--- src/rtl/cursor_pkg.sv ---
package cursor_pkg;
  parameter int CUR_MAX = 32;   // bitmap row width and row count (power of two)
  parameter int COORD_W = 12;
  parameter int COLOR_W = 24;
  parameter int CNT_W   = 8;
  localparam int DIM_W  = $clog2(CUR_MAX) + 2;
  localparam int ROW_W  = $clog2(CUR_MAX);

  typedef logic [COORD_W-1:0] coord_t;
  typedef logic [DIM_W-1:0]   dim_t;
  typedef logic [COLOR_W-1:0] color_t;
  typedef logic [CUR_MAX-1:0] row_t;
  typedef logic [CNT_W-1:0]   cnt_t;
  typedef logic [ROW_W-1:0]   idx_t;

  // size is drawable: nonzero and no larger than the bitmap
  function automatic logic dim_ok(dim_t d);
    return (d != '0) && (d <= DIM_W'(CUR_MAX));
  endfunction

  // p lies within [start, start+len)
  function automatic logic in_span(coord_t p, coord_t start, dim_t len);
    coord_t off;
    off = p - start;
    return (p >= start) && (off < COORD_W'(len));
  endfunction

  function automatic idx_t offset_idx(coord_t p, coord_t start);
    coord_t d;
    d = p - start;
    return d[ROW_W-1:0];
  endfunction

  // leftmost column is the top bit of the row word
  function automatic logic pick_bit(row_t w, idx_t col);
    row_t sh;
    sh = w << col;
    return sh[CUR_MAX-1];
  endfunction

  // a phase length of zero behaves as one frame
  function automatic cnt_t phase_len(cnt_t n);
    return (n == '0) ? cnt_t'(1) : n;
  endfunction
endpackage

--- src/rtl/cursor_bitmap_ram.sv ---
module cursor_bitmap_ram import cursor_pkg::*; (
  input  logic clk,
  input  logic we,
  input  idx_t waddr,
  input  row_t wdata,
  input  idx_t raddr,
  output row_t rdata
);
  row_t mem [CUR_MAX];

  always_ff @(posedge clk) begin
    if (we) mem[waddr] <= wdata;
  end

  assign rdata = mem[raddr];
endmodule

--- src/rtl/cursor_blink.sv ---
module cursor_blink import cursor_pkg::*; (
  input  logic clk,
  input  logic rst_n,
  input  logic blink_en,
  input  logic frame_start,
  input  cnt_t on_frames,
  input  cnt_t off_frames,
  output logic visible
);
  logic shown;
  cnt_t cnt;
  cnt_t cur_len;
  logic phase_done;
  logic toggle_evt;

  assign cur_len    = phase_len(shown ? on_frames : off_frames);
  assign phase_done = (cnt >= cur_len - cnt_t'(1));
  assign toggle_evt = blink_en && frame_start && phase_done;

  always_ff @(posedge clk) begin
    if (!rst_n) begin
      shown <= 1'b1;
      cnt   <= '0;
    end else if (!blink_en) begin
      shown <= 1'b1;
      cnt   <= '0;
    end else if (frame_start) begin
      if (phase_done) begin
        shown <= ~shown;
        cnt   <= '0;
      end else begin
        cnt <= cnt + cnt_t'(1);
      end
    end
  end

  assign visible = shown;


  blink_off_visible_chk: assert property (@(posedge clk) disable iff (!rst_n)
    !blink_en |=> shown);

  hold_between_frames_chk: assert property (@(posedge clk) disable iff (!rst_n)
    (blink_en && !frame_start) |=> $stable(shown));

  phase_toggle_chk: assert property (@(posedge clk) disable iff (!rst_n)
    toggle_evt |=> (shown != $past(shown)));
endmodule

--- src/rtl/cursor_window.sv ---
module cursor_window import cursor_pkg::*; (
  input  coord_t pix_x,
  input  coord_t pix_y,
  input  coord_t cur_x,
  input  coord_t cur_y,
  input  dim_t   width,
  input  dim_t   height,
  output logic   hit,
  output idx_t   row,
  output idx_t   col
);
  assign hit = in_span(pix_x, cur_x, width) && in_span(pix_y, cur_y, height);
  assign row = offset_idx(pix_y, cur_y);
  assign col = offset_idx(pix_x, cur_x);
endmodule

--- src/rtl/cursor_overlay.sv ---
module cursor_overlay import cursor_pkg::*; (
  input  logic               clk,
  input  logic               rst_n,
  input  logic               cfg_enable,
  input  logic               cfg_blink_en,
  input  logic [DIM_W-1:0]   cfg_width,
  input  logic [DIM_W-1:0]   cfg_height,
  input  logic [COORD_W-1:0] cfg_x,
  input  logic [COORD_W-1:0] cfg_y,
  input  logic [COLOR_W-1:0] cfg_color,
  input  logic [CNT_W-1:0]   cfg_on_frames,
  input  logic [CNT_W-1:0]   cfg_off_frames,
  input  logic               err_clr,
  input  logic               bm_we,
  input  logic [ROW_W-1:0]   bm_addr,
  input  logic [CUR_MAX-1:0] bm_wdata,
  input  logic               frame_start,
  input  logic               pix_valid,
  input  logic [COORD_W-1:0] pix_x,
  input  logic [COORD_W-1:0] pix_y,
  input  logic [COLOR_W-1:0] pix_in,
  output logic               pix_out_valid,
  output logic [COLOR_W-1:0] pix_out,
  output logic               cfg_err
);
  logic hit;
  idx_t row_idx;
  idx_t col_idx;
  row_t row_word;
  logic visible;
  logic bit_on;
  logic cfg_valid;
  logic cfg_bad;
  logic draw;

  cursor_window u_window (
    .pix_x (pix_x), .pix_y (pix_y), .cur_x (cfg_x), .cur_y (cfg_y),
    .width (cfg_width), .height (cfg_height),
    .hit (hit), .row (row_idx), .col (col_idx)
  );

  cursor_bitmap_ram u_ram (
    .clk (clk), .we (bm_we), .waddr (bm_addr), .wdata (bm_wdata),
    .raddr (row_idx), .rdata (row_word)
  );

  cursor_blink u_blink (
    .clk (clk), .rst_n (rst_n), .blink_en (cfg_blink_en),
    .frame_start (frame_start), .on_frames (cfg_on_frames),
    .off_frames (cfg_off_frames), .visible (visible)
  );

  assign bit_on    = pick_bit(row_word, col_idx);
  assign cfg_valid = dim_ok(cfg_width) && dim_ok(cfg_height);
  assign cfg_bad   = cfg_enable && !cfg_valid;
  assign draw      = cfg_enable && cfg_valid && visible && hit && bit_on;

  always_ff @(posedge clk) begin
    if (!rst_n) begin
      pix_out_valid <= 1'b0;
      pix_out       <= '0;
      cfg_err       <= 1'b0;
    end else begin
      pix_out_valid <= pix_valid;
      pix_out       <= draw ? cfg_color : pix_in;
      if (cfg_bad)      cfg_err <= 1'b1;
      else if (err_clr) cfg_err <= 1'b0;
    end
  end


  valid_follow_chk: assert property (@(posedge clk) disable iff (!rst_n)
    pix_valid |=> pix_out_valid);

  outside_pass_chk: assert property (@(posedge clk) disable iff (!rst_n)
    (pix_valid && !hit) |=> (pix_out == $past(pix_in)));

  clear_bit_pass_chk: assert property (@(posedge clk) disable iff (!rst_n)
    (pix_valid && !bit_on) |=> (pix_out == $past(pix_in)));

  bad_cfg_suppress_chk: assert property (@(posedge clk) disable iff (!rst_n)
    (pix_valid && cfg_bad) |=> (pix_out == $past(pix_in)));

  err_raise_chk: assert property (@(posedge clk) disable iff (!rst_n)
    cfg_bad |=> cfg_err);

  err_sticky_chk: assert property (@(posedge clk) disable iff (!rst_n)
    (cfg_err && !err_clr) |=> cfg_err);
endmodule

--- config.mk ---
export PLATFORM = sky130hd
export DESIGN_NAME = cursor_overlay
export DESIGN_NICKNAME = d
export VERILOG_FILES = /design/src/rtl/cursor_pkg.sv /design/src/rtl/cursor_bitmap_ram.sv /design/src/rtl/cursor_blink.sv /design/src/rtl/cursor_window.sv /design/src/rtl/cursor_overlay.sv
export SDC_FILE = /design/constraint.sdc
export NUM_CORES = 1
export LEC_CHECK = 0
export BUFFER_PORTS_ARGS = -buffer_cell sky130_fd_sc_hd__buf_2
export CAP_MARGIN = 25
export CORE_MARGIN = 3
export CORE_UTILIZATION = 55
export CTS_CLUSTER_DIAMETER = 60
export CTS_CLUSTER_SIZE = 20
export DETAILED_ROUTE_END_ITERATION = 16
export PLACE_DENSITY = 0.78
export SLEW_MARGIN = 20
export SYNTH_ARGS = -nofsm -noshare
export SYNTH_HDL_FRONTEND = slang
export SYNTH_HIERARCHICAL = 1
export SYNTH_SLANG_ARGS = --single-unit
--- constraint.sdc ---
create_clock -name clk -period 5.93 [get_ports clk]
set_input_delay 1.779 -clock clk [delete_from_list [all_inputs] [get_ports clk]]
set_output_delay 1.779 -clock clk [all_outputs]
set_load 0.01 [all_outputs]
==> results.sh, run 1 <==
export IMPL_dp_hpwl_microns=66200
export IMPL_power_density_nw_per_um2=310.2
export IMPL_reg2reg_slack_ns=2.40
export IMPL_cts_tree="done"
export IMPL_synthesis_nets=2931
export IMPL_criticalPathCategory="input pin to flip-flop"
export IMPL_post_place_ws_ns=-0.5363
export IMPL_layout_setup_ws_ns=0.2533
export IMPL_clkTransAtPathRegs_ns=0.07
export IMPL_first_global_vias=25450
export IMPL_drc=0
export IMPL_critical_path_max_stage_delay_ns=0.44
export IMPL_yosysWarnings=6
export IMPL_grt_usage=0.2635
export IMPL_place_congestion=0.8923
export IMPL_cts_setup_buffers=0
export IMPL_fillerInstances=5304
export IMPL_cts_root_buf="clkbuf_16"
export IMPL_setup_worst_path_start_class="input pin"
export IMPL_cp_max_fo=12
export IMPL_synth_edff_count=1024
export IMPL_crit_path_top_delay_cell="or4_1"
export IMPL_die_h_microns=288.0
export IMPL_cts_made_buffers=68
export IMPL_port_buffer_count=196
export IMPL_ir_drop_v=0.0001960
export IMPL_fmax_mhz=176.2
export IMPL_start_util=0.5600
export IMPL_routed_wl_microns=111000
export IMPL_ios=197
export IMPL_nNetsFinal=3246
export IMPL_ys_ff_latch=1059
export IMPL_ys_types=73
export IMPL_cts_resized=0
export IMPL_relSlewSlack=0.2598
export IMPL_fin_total_pwr_mw=15.30
export IMPL_finalSetupViolations=0
export IMPL_final_cells=4101
export IMPL_status="finished, final reports clean"
export IMPL_end_kind="flip-flop"
export IMPL_cts_htree_levels=3
export IMPL_cts_sinks=1059
export IMPL_dieWidth_microns=288.0
export IMPL_r2r_end="u_blink/cnt[2]"
export IMPL_grtUsageMet2=0.4420
export IMPL_num_rows=102
export IMPL_min_path_cells=2
export IMPL_core_area_sq_um=78100
export IMPL_tightestPinTransition_ns=1.108
export IMPL_layout_drive_gt1_share=0.1778
export IMPL_use_met3=0.04070
export IMPL_wl_per_cell_microns=27.07
export IMPL_ys_flop_type="edfxtp_1"
export IMPL_crit_end="pix_out[9]"
export IMPL_drt_antenna_violating_nets=0
export IMPL_clock_skew_ns=0.02369
export IMPL_critical_path_cell_chain="buf_2 > inv_1 > ha_1 > nor2b_1 > o31a_1 > o21ai_1 > nor2b_2 > xnor2_1 > ha_1 > a21oi_1 > o2111ai_1 > a2111oi_2 > nand3_1 > nor4_2 > nand4_1 > or4_1 > nor4_2 > nand3_1 > a31oi_1 > and4_4 > clkbuf_16 > mux2i_1"
export IMPL_synth_cells=2712
export IMPL_slew_violations=0
export IMPL_cp_required_ns=6.48
export IMPL_vias=25750
export IMPL_dr_pass1_iters=7
export IMPL_grt_pass1_wl_microns=161300
export IMPL_hold_path_class="flip-flop to flip-flop"
export IMPL_power_leakage_nw=17.95
export IMPL_drt_iter0_markers=2614
export IMPL_top_usage_layer="met2"
export IMPL_crit_start="cfg_y[1]"
export IMPL_dp_cells=3995
export IMPL_async_flop_share=0
export IMPL_gr_total_overflow=0
export IMPL_final_min_clock_period_ns=5.677
export IMPL_seq_area_frac_synth=0.7191
export IMPL_die_area_sq_um=82940
export IMPL_ctsHoldBuffers=0
export IMPL_avgSynthCellArea_sq_um=16.13
export IMPL_multiInputGateArea_sq_um=11490
export IMPL_grt_met1_usage=0.3475
export IMPL_vias_per_cell=6.279
export IMPL_reg2reg_from="u_blink/visible"
export IMPL_crit_arrival_ns=6.23
export IMPL_seq_area_sq_um=31450
export IMPL_grt_max_degree=67
export IMPL_area_growth_pct=12.80
export IMPL_clockBufferDepth=3
export IMPL_reg2reg_depth=10
export IMPL_cap_violations=0
export IMPL_hold_viol_final=0
export IMPL_syn_cell_area_sq_um=43740
export IMPL_clk_latency_ns=0.63
export IMPL_fin_crit_sh=0.9573
export IMPL_grt_antenna_before_repair=4
-- stage by stage --
| step | setup TNS (ns) | util | hold WS (ns) | cell area (sq um) |
|---|---|---|---|---|
| 4_1_cts | 0 | 0.6307 | 0.5153 | 49260 |
| 5_1_grt | -0.09690 | 0.6317 | 0.5245 | 49340 |
| 3_5_place_dp | -12.23 | 0.6046 | 0.4747 | 47230 |
| 3_3_place_gp | -11.22 | 0.6043 | 0.4605 | 47200 |
| 6_report | 0 | 0.6317 | 0.5024 | 49340 |
| 2_1_floorplan | 0 | - | 0.4855 | 43740 |
-- layout by cell type, fill, tap and decap left out, drive strengths merged, types with 5 or more instances in the layout --
cell type / count
clkbuf: 85
clkinv: 6
nand3b: 7
a22o: 64
nand2: 164
a22oi: 96
ha: 46
inv: 62
xor2: 10
nor2b: 9
or3b: 5
o21ai: 14
nor4: 8
a31oi: 36
nand4: 7
nor2: 69
dfxtp: 35
mux2i: 562
nand2b: 7
buf: 387
nor3: 43
a21oi: 120
nand3: 105
xnor2: 13
edfxtp: 1024
-- kinds of logic (layout without fill, tap and decap cells) --
group,after synthesis,in the layout,share of synthesized area
xor+xnor,23,23,0.004606
compound gates,371,371,0.05782
simple gates,447,447,0.04826
flops,1059,1059,0.7191
mux,567,567,0.1309
other cells,0,2,0
buf+inv,197,544,0.02523
fa+ha+maj,48,48,0.01407
-- per-layer routing --
layer,up-vias,routed length (microns)
met5,-,13
met3,267,10450
li1,11180,-
met4,2,4219
met1,12920,41880
met2,1380,54430
-- synthesized netlist by cell type (all sizes together), types with 5 or more instances --
library cell  instances  share of area
a21oi               120          0.014
a22o                 64          0.013
a22oi                96          0.016
a31oi                36         0.0051
buf                  86          0.015
clkbuf               56         0.0050
dfxtp                35          0.016
edfxtp             1024           0.70
ha                   46          0.013
inv                  54         0.0047
mux2i               562           0.13
nand2               164          0.014
nand2b                7         0.0010
nand3               105          0.012
nand3b                7         0.0012
nand4                 7         0.0011
nor2                 69         0.0059
nor2b                 9         0.0013
nor3                 43         0.0049
nor4                  8         0.0018
o21ai                14         0.0016
or3b                  5         0.0010
xnor2                13         0.0026
xor2                 10         0.0020
-- worst min-delay path by stage --
| stage | from | end | slack (ns) |
|---|---|---|---|
| global route | cfg_err | cfg_err | 0.52 |
| CTS | cfg_err | cfg_err | 0.52 |
| detailed placement | cfg_err | cfg_err | 0.47 |
| global placement | cfg_err | cfg_err | 0.46 |
| floorplan | u_blink/cnt[7] | u_blink/cnt[7] | 0.49 |
| finish | cfg_err | cfg_err | 0.50 |
-- state kept, by name (all words and copies together), names as in the netlist --
signal	count
cfg_err	1
u_blink/visible	1
pix_out	24
u_blink/cnt	8
u_ram/mem	1024
pix_out_valid	1
-- worst max-delay path, delay by kind of cell --
family | cells | cell delay [ns]
and+or+nand+nor | 9 | 1.93
adders and majority gates | 2 | 0.56
muxes | 1 | 0.19
xor gates and xnor gates | 1 | 0.14
buffers and inverters | 3 | 0.33
AOI/OAI and AO/OA | 6 | 1.30
-- area by class of cell --
cell class                 count  share of cell area
tap                         1040             0.02638
antenna                        2           0.0001014
sequential                  1059              0.6375
timing repair buffer         388             0.05772
multi-input combinational   1456              0.2328
clock buffer                  84             0.03700
clock inverter                18            0.004185
inverter                      54            0.004311
-- power breakdown --
| part | internal (mW) | switching [mW] |
|---|---|---|
| clock network | 2.30 | 2.38 |
| registers | 8.28 | 0.0245 |
| logic | 0.921 | 1.39 |
| total | 11.5 | 3.79 |
Power figures use the tool's default switching activity.
==> inputs of run 2 (changes only) <==
- CORE_UTILIZATION: 55 -> 58
- CTS_BUF_LIST: not set -> sky130_fd_sc_hd__clkbuf_4 sky130_fd_sc_hd__clkbuf_8
- PLACE_DENSITY: 0.78 -> 0.82
==> run 2 against run 1 <==
Against the previous run:
- combinational power is essentially flat
- setup slack gained 0.095 ns
- hold slack lost 0.025 ns
- register-to-register slack lost 0.03 ns
- final cell count shrank 1.4%
- sequential power is essentially flat
- design area shrank 1.2%
- sequential share of layout area grew 0.78 points
- maximum frequency grew 1.7%
- non-clock buffer count grew 10
- die area shrank 5.1%
==> results.sh, run 2 (same netlist as run 1, synthesis figures left out) <==
export IMPL_die_h_microns=280.6
export IMPL_ir_drop_v=0.0002238
export IMPL_power_leakage_nw=17.73
export IMPL_top_register="u_ram/mem"
export IMPL_core_area_sq_um=74570
export IMPL_drt_met1_wl_microns=40610
export IMPL_layout_setup_ws_ns=0.3483
export IMPL_critical_path_cell_chain="buf_2 > inv_1 > ha_1 > fa_1 > nand2b_1 > a21oi_1 > a21o_1 > a21oi_1 > xnor2_1 > ha_1 > nor2_1 > o2111ai_1 > a2111oi_1 > nand3_1 > nor4_1 > nand4_1 > or4_1 > nor4_2 > nand3_1 > a31oi_1 > and4_1 > buf_12 > mux2i_1"
export IMPL_grt_antenna_before_repair=6
export IMPL_dr_pass1_iters=6
export IMPL_clockBufferDepth=3
export IMPL_dieWidth_microns=280.6
export IMPL_clkTransAtPathRegs_ns=0.11
export IMPL_finalSetupViolations=0
export IMPL_cts_htree_levels=3
export IMPL_area_growth_pct=11.44
export IMPL_clk_latency_ns=0.73
export IMPL_end_kind="flip-flop"
export IMPL_vias=26060
export IMPL_clock_skew_ns=0.05345
export IMPL_crit_path_top_delay_cell="or4_1"
export IMPL_num_antenna_cells=0
export IMPL_cts_resized=0
export IMPL_path_delay_family="simple AND/OR/NAND/NOR gates"
export IMPL_num_rows=100
export IMPL_drc=0
export IMPL_cp_required_ns=6.57
export IMPL_gr_total_overflow=0
export IMPL_cts_made_buffers=71
export IMPL_place_congestion=0.8638
export IMPL_layout_common_cells="1024 x edfxtp_1, 562 x mux2i_1, 196 x buf_2"
export IMPL_relSlewSlack=0.2765
export IMPL_top_layer_used="met5"
export IMPL_cts_setup_buffers=0
export IMPL_ios=197
export IMPL_drt_iter0_markers=2912
export IMPL_criticalPathCategory="input pin to flip-flop"
export IMPL_final_min_clock_period_ns=5.582
export IMPL_grt_pass1_wl_microns=165300
export IMPL_start_util=0.5865
export IMPL_first_global_vias=26020
export IMPL_grt_max_degree=53
export IMPL_ctsHoldBuffers=0
export IMPL_fillerInstances=4950
export IMPL_wl_per_cell_microns=28.09
export IMPL_cts_tree="done"
export IMPL_route_met2_wl_microns=55890
export IMPL_post_place_ws_ns=-0.4778
export IMPL_fin_crit_sh=0.9413
export IMPL_reg_top3="u_ram/mem (1024), pix_out (24), u_blink/cnt (8)"
export IMPL_vias_per_cell=6.448
export IMPL_hold_path_class="flip-flop to flip-flop"
export IMPL_tightestPinTransition_ns=1.083
export IMPL_layout_drive_gt1_share=0.1842
export IMPL_port_buffer_count=196
export IMPL_crit_arrival_ns=6.22
export IMPL_path_buf_inv=3
export IMPL_power_density_nw_per_um2=295.9
export IMPL_cap_violations=0
export IMPL_slew_violations=0
export IMPL_dp_hpwl_microns=67970
export IMPL_setup_worst_path_start_class="input pin"
export IMPL_status="finished, final reports clean"
export IMPL_cts_sinks=1059
export IMPL_fin_util=0.6536
export IMPL_drt_antenna_violating_nets=0
export IMPL_routed_wl_microns=113500
export IMPL_nNetsFinal=3259
export IMPL_fmax_mhz=179.2
export IMPL_critical_path_max_stage_delay_ns=0.43
export IMPL_rsz0062_at_grt="no"
export IMPL_grt_usage=0.2863
export IMPL_largest_reg_flops=1024
export IMPL_mostFrequentLayoutCell="edfxtp_1"
export IMPL_hold_viol_final=0
export IMPL_cp_max_fo=24
export IMPL_cts_root_buf="clkbuf_8"
export IMPL_route_met3_wl_microns=11620
export IMPL_die_area_sq_um=78740
[run 2: cell types whose count changed in the layout (fill, tap and decap cells not counted), sizes merged]
| cell | delta |
|---|---|
| clkinv | -1 |
| clkbuf | -9 |
| buf | +11 |
| clkinvlp | +5 |
| inv | +5 |
| diode | -2 |
| bufinv | +3 |
[run 2: power by group]
part	total [mW]	leakage (nW)	internal [mW]	switching (mW)
Combinational	2.35	7.51	0.947	1.40
Sequential	8.31	9.51	8.29	0.0262
Clock	3.76	0.704	1.45	2.32
[run 2: cell type report]
class	instances	area, sq um	share of cell area
clock buffers	76	1021	0.02095
well taps	969	1212	0.02488
inverters	54	212.7	0.004364
clock inverters	30	399.1	0.008189
multi-input cells	1456	11460	0.2352
repair buffers	398	2980	0.06115
flip-flops and latches	1059	31450	0.6453
[run 2: worst paths after layout]
path / start / endpoint / slack [ns] / cells after the start
max: pix_x[0] / pix_out[19] / 0.35 / 23
min: cfg_err / cfg_err / 0.48 / 2
max reg2reg: u_blink/visible / u_blink/cnt[5] / 2.37 / 10
min reg2reg: cfg_err / cfg_err / 0.48 / 2
[run 2: layer usage]
metal	vias to the layer above	GRT usage
met4	8	0.1219
met5	-	0
met1	12940	0.3653
met2	1600	0.4854
li1	11180	-
met3	338	0.05300
[run 2: tightest hold or removal path, cell delays in order, from the launching register on]
cell      delay (ns)
dfxtp_1         0.33
nand2b_1        0.06
a21boi_1        0.05
[run 2: through the flow]
| stage | instances | hold slack (ns) | power [mW] | cell area [sq um] | setup TNS (ns) |
|---|---|---|---|---|---|
| floorplan | 2712 | 0.4855 | 9.786 | 43740 | 0 |
| global placement | 3934 | 0.4691 | 10.72 | 47270 | -9.130 |
| detailed placement | 3936 | 0.4654 | 10.78 | 47310 | -10.38 |
| CTS | 4042 | 0.4836 | 14.46 | 48730 | 0 |
| global route | 4042 | 0.5210 | 14.90 | 48740 | 0 |
| finish | 4042 | 0.4778 | 14.42 | 48740 | 0 |
